## src/rtl/sdram_burst_colgen.sv

```systemverilog
module sdram_burst_colgen #(
  parameter int COL_W = 8
) (
  input  logic             clk,
  input  logic             rst_n,
  input  logic             start,
  input  logic [COL_W-1:0] start_col,
  input  logic [2:0]       len_code,
  input  logic             ilv,
  input  logic             term,
  output logic [COL_W-1:0] col,
  output logic             valid,
  output logic             last,
  output logic             err
);

  logic             active_q, ilv_q, full_q, err_q;
  logic [COL_W-1:0] base_q, mask_q, beat_q;
  logic [COL_W-1:0] mask_d;
  logic             legal, full_d;

  always_comb begin
    mask_d = '0;
    full_d = 1'b0;
    case (len_code)
      3'b000: mask_d = COL_W'(0);
      3'b001: mask_d = COL_W'(1);
      3'b010: mask_d = COL_W'(3);
      3'b011: mask_d = COL_W'(7);
      3'b111: begin mask_d = '1; full_d = 1'b1; end
      default: mask_d = '0;
    endcase
  end

  assign legal = ilv ? (len_code == 3'b010 || len_code == 3'b011)
                     : (len_code[2] == 1'b0 || len_code == 3'b111);

  assign valid = active_q;
  assign err   = err_q;
  assign last  = active_q && !full_q && (beat_q == mask_q);
  assign col   = ilv_q ? (base_q ^ beat_q)
                       : ((base_q & ~mask_q) | ((base_q + beat_q) & mask_q));

  always_ff @(posedge clk) begin
    if (!rst_n) begin
      active_q <= 1'b0;
      err_q    <= 1'b0;
      ilv_q    <= 1'b0;
      full_q   <= 1'b0;
      base_q   <= '0;
      mask_q   <= '0;
      beat_q   <= '0;
    end else begin
      err_q <= 1'b0;
      if (start) begin
        active_q <= legal;
        err_q    <= !legal;
        ilv_q    <= ilv;
        full_q   <= full_d;
        base_q   <= start_col;
        mask_q   <= mask_d;
        beat_q   <= '0;
      end else if (term || last) begin
        active_q <= 1'b0;
      end else if (active_q) begin
        beat_q <= beat_q + 1'b1;
      end
    end
  end

  assert_reset_quiet_R1: assert property (@(posedge clk)
    !rst_n |=> (!valid && !last && !err));

  assert_full_step_R4: assert property (@(posedge clk) disable iff (!rst_n)
    (valid && full_q && !ilv_q && !start && !term) |=> (valid && col == $past(col) + 1'b1));

  assert_full_no_last_R4: assert property (@(posedge clk) disable iff (!rst_n)
    (valid && full_q) |-> !last);

  assert_ilv_upper_R5: assert property (@(posedge clk) disable iff (!rst_n)
    (valid && ilv_q && !start && !term && !last) |=> (col[COL_W-1:3] == $past(col[COL_W-1:3])));

  assert_err_no_beat_R7: assert property (@(posedge clk) disable iff (!rst_n)
    err |-> !valid);

  assert_last_ends_R8: assert property (@(posedge clk) disable iff (!rst_n)
    (last && !start) |=> !valid);

  assert_term_ends_R9: assert property (@(posedge clk) disable iff (!rst_n)
    (term && !start) |=> !valid);

  assert_restart_R10: assert property (@(posedge clk) disable iff (!rst_n)
    (start && !ilv && len_code == 3'b111) |=> (valid && col == $past(start_col)));

endmodule

```

## config.mk

```make
export PLATFORM = sky130hd
export DESIGN_NAME = sdram_burst_colgen
export DESIGN_NICKNAME = d
export VERILOG_FILES = /design/src/rtl/sdram_burst_colgen.sv
export SDC_FILE = /design/constraint.sdc
export NUM_CORES = 1
export LEC_CHECK = 0
export CORE_UTILIZATION = 45
export CTS_BUF_LIST = sky130_fd_sc_hd__clkbuf_8
export CTS_CLUSTER_SIZE = 8
export DETAILED_ROUTE_END_ITERATION = 7
export GPL_ROUTABILITY_DRIVEN = 0
export PLACE_DENSITY = 0.79
export SETUP_SLACK_MARGIN = 0.02
export SYNTH_ARGS = -nofsm -noshare
export SYNTH_HDL_FRONTEND = slang
export SYNTH_SLANG_ARGS = --single-unit
```

## constraint.sdc

```tcl
create_clock -name clk -period 2.4 [get_ports clk]
set_input_delay 0.36 -clock clk [delete_from_list [all_inputs] [get_ports clk]]
set_output_delay 0.36 -clock clk [all_outputs]
set_load 0.02 [all_outputs]
```

==> results.md <==
* Number of global-route vias before repair at 1575
* Total vias in the final route at 1567
* CTS Buffer Depth at 2
* # hold bufs at CTS at 0
* Fin crit share at 104%
* Layout area overhead at 45.7%
* Crit start category: flip-flop
* Minimum clock period at 2.49 ns
* Commonest non-fill, non-tap cells in the layout: buf_4, clkdlybuf4s50_1, dfxtp_1, nor2_1, nor2b_1
* RSZ-0062 raised after global routing: yes
* Post-DP HPWL at 2980 µm
* P_leak at 0.863 nW
* Num CTS Buffers at 3
* Failing checks: setup timing
* CTS root buf: clkbuf_8
* H-tree depth at 1
* Worst VDD drop at 0.223 mV
* Metal2 WL at 2330 µm
* DR DRC count at 0
* Placed inst area at 1980 µm²
* Rel. slew slack at 61.9%
* Register bit total from synthesis at 23
* Ports at 27
* Syn_nets at 203
* Final core utilization at 69.6%
* Post-Syn Instances at 178
* Post-Route WL at 4330 µm
* WL met3 at 200 µm
* Gr ovfl total at 0
* Clock transition at the registers of the reported paths at 0.09 ns
* Initial core utilization at 47.8%
* Arrival @ worst endpoint at 2.13 ns
* DR pass1 iterations at 4
* Synth Flop Type: dfxtp_1
* Yosys Warn Count at 0
* IO Port Bufs at 26
* Largest net degree at the start of global routing at 19
* Global-route wire length before repair at 6820 µm
* Clock sink count at 23
* Kind of critical path: reg -> out
* Diodes inserted at 0
* Fraction of registers with async set/reset at 0%
* Synth Cell Area at 1470 µm²
* Fin area at 2140 µm²
* Die Y at 59.2 µm
* Fin. max-slew vios at 0
* Synth cell types at 41
* Syn Area/Cell at 8.27 µm²
* Post-route setup slack at -0.0920 ns
* Row count at 20
* Clock Skews at 0.00512 ns
* Status: complete, but fails checks
* Critical Path RT at 2.04 ns
* Core area at 3080 µm²
* Final setup fails at 2
* Commonest non-fill, non-tap cell in the layout: buf_4
* Setup TNS at -0.115 ns
* ANT nets after route at 0
* WL met1 at 1650 µm
* Worst skew pair latency at 0.27 ns
* Initial antenna violation count at 0
* Fin. Hold Viols at 0
* Setup WS pre-CTS at -0.386 ns
* Layout Nets at 259
* Cell taking the most area after synthesis: dfxtp_1
* CTS tree: built
* Pwr dens at 403 nW/µm²
* Hold/Removal Path Class: reg -> reg
* EDFF count, synth at 0
* Register area share after synthesis at 31.3%
* Top cells by area, synth: dfxtp_1, mux2i_1, ha_1
* Via/cell ratio at 5.66
* Die Wd at 59.2 µm
* Gr usage total at 25.9%
* Worst slew pin tran at 0.569 ns
* DR iter-0 viols at 59
* Max FO, Critical Path at 3
* DR top layer: met4
* Top-area cell type share of the netlist area at 31.3%
* Wirelength per Cell at 15.6 µm
* Die area at 3500 µm²
* Max Fclk at 401 MHz
* Fraction of layout instances using a drive strength above 1 at 26.6%
* Worst Setup End Kind: output pin
* Max_cap viols at 0
[critical path, cell delays in order (launching register included)]
cell      delay [ns]
dfxtp_2         0.35
ha_4            0.29
a211oi_4        0.07
o21a_1          0.19
or4b_1          0.48
o211ai_1        0.13
xor2_1          0.18
buf_4           0.16
[worst paths after layout]
| kind | slack [ns] | start | end | cells after the start |
|---|---|---|---|---|
| min reg2reg | 0.55 | base_q[7] | base_q[7] | 2 |
| max reg2reg | 0.59 | beat_q[3] | beat_q[1] | 7 |
| min | 0.55 | base_q[7] | base_q[7] | 2 |
| max | -0.09 | base_q[1] | col[7] | 7 |
[per-layer routing]
metal  global-route usage [%]  up-vias
li1                         -      746
met1                     29.6      740
met2                     46.9       62
met3                     4.37       19
met4                     11.6        0
met5                        0        -
[flip-flops by register name, summed over array words and instances, names as in the netlist]
signal	flops
err	1
valid	1
beat_q	8
full_q	1
ilv_q	1
base_q	8
mask_q	3
[power breakdown]
part	switching (mW)	internal [mW]	total (mW)
clock	0.136	0.115	0.251
combinational	0.0983	0.106	0.204
sequential	0.0130	0.396	0.409
total	0.248	0.616	0.864
[metrics by stage]
step	hold slack (ns)	power, mW	cells
floorplan	0.487	0.516	178
global placement	0.529	0.609	270
detailed placement	0.537	0.616	270
CTS	0.552	0.857	275
global route	0.572	0.897	277
finish	0.546	0.864	277
[synthesized netlist by cell type (2+ instances only)]
library cell / number
nor3b_1: 2
o21ai_0: 10
nor4_1: 4
a21oi_1: 6
clkbuf_1: 3
and2_1: 3
o21ai_1: 3
xor2_1: 5
xnor2_1: 5
nor2_1: 14
or3_1: 2
buf_2: 2
nand2b_1: 8
a211oi_1: 3
nand4_1: 2
inv_1: 8
nor3_1: 6
mux2i_1: 11
dfxtp_1: 23
buf_1: 2
a31oi_1: 2
nor2b_1: 13
ha_1: 8
nand3_1: 3
o211ai_1: 4
nand2_1: 10
a21boi_0: 2
[layout make-up]
type                       count  area (µm²)
sequential                    23         472
clock buffer                   3        41.3
inverter                       8        30.0
timing repair buffer          58         482
fill                         237         935
multi-input combinational    140        1060
tap                           44        55.1
clock inverter                 1        3.75
[logic make-up after synthesis]
kind of cell,Yosys count,share of synthesized area [%]
simple gates,69,24.9
compound gates,40,17.4
flops,23,31.3
buf+inv,15,4.00
mux,12,8.25
xor+xnor,10,5.95
fa+ha+maj,9,8.16
[timing repair]
action / in CTS / in global routing
buffers inserted: 1 / 2
gates resized for setup: 44 / 11
endpoints found under the setup margin: 7 / 8
pin swaps: 9 / 5
No activity file was read; power rests on OpenSTA's default activity.
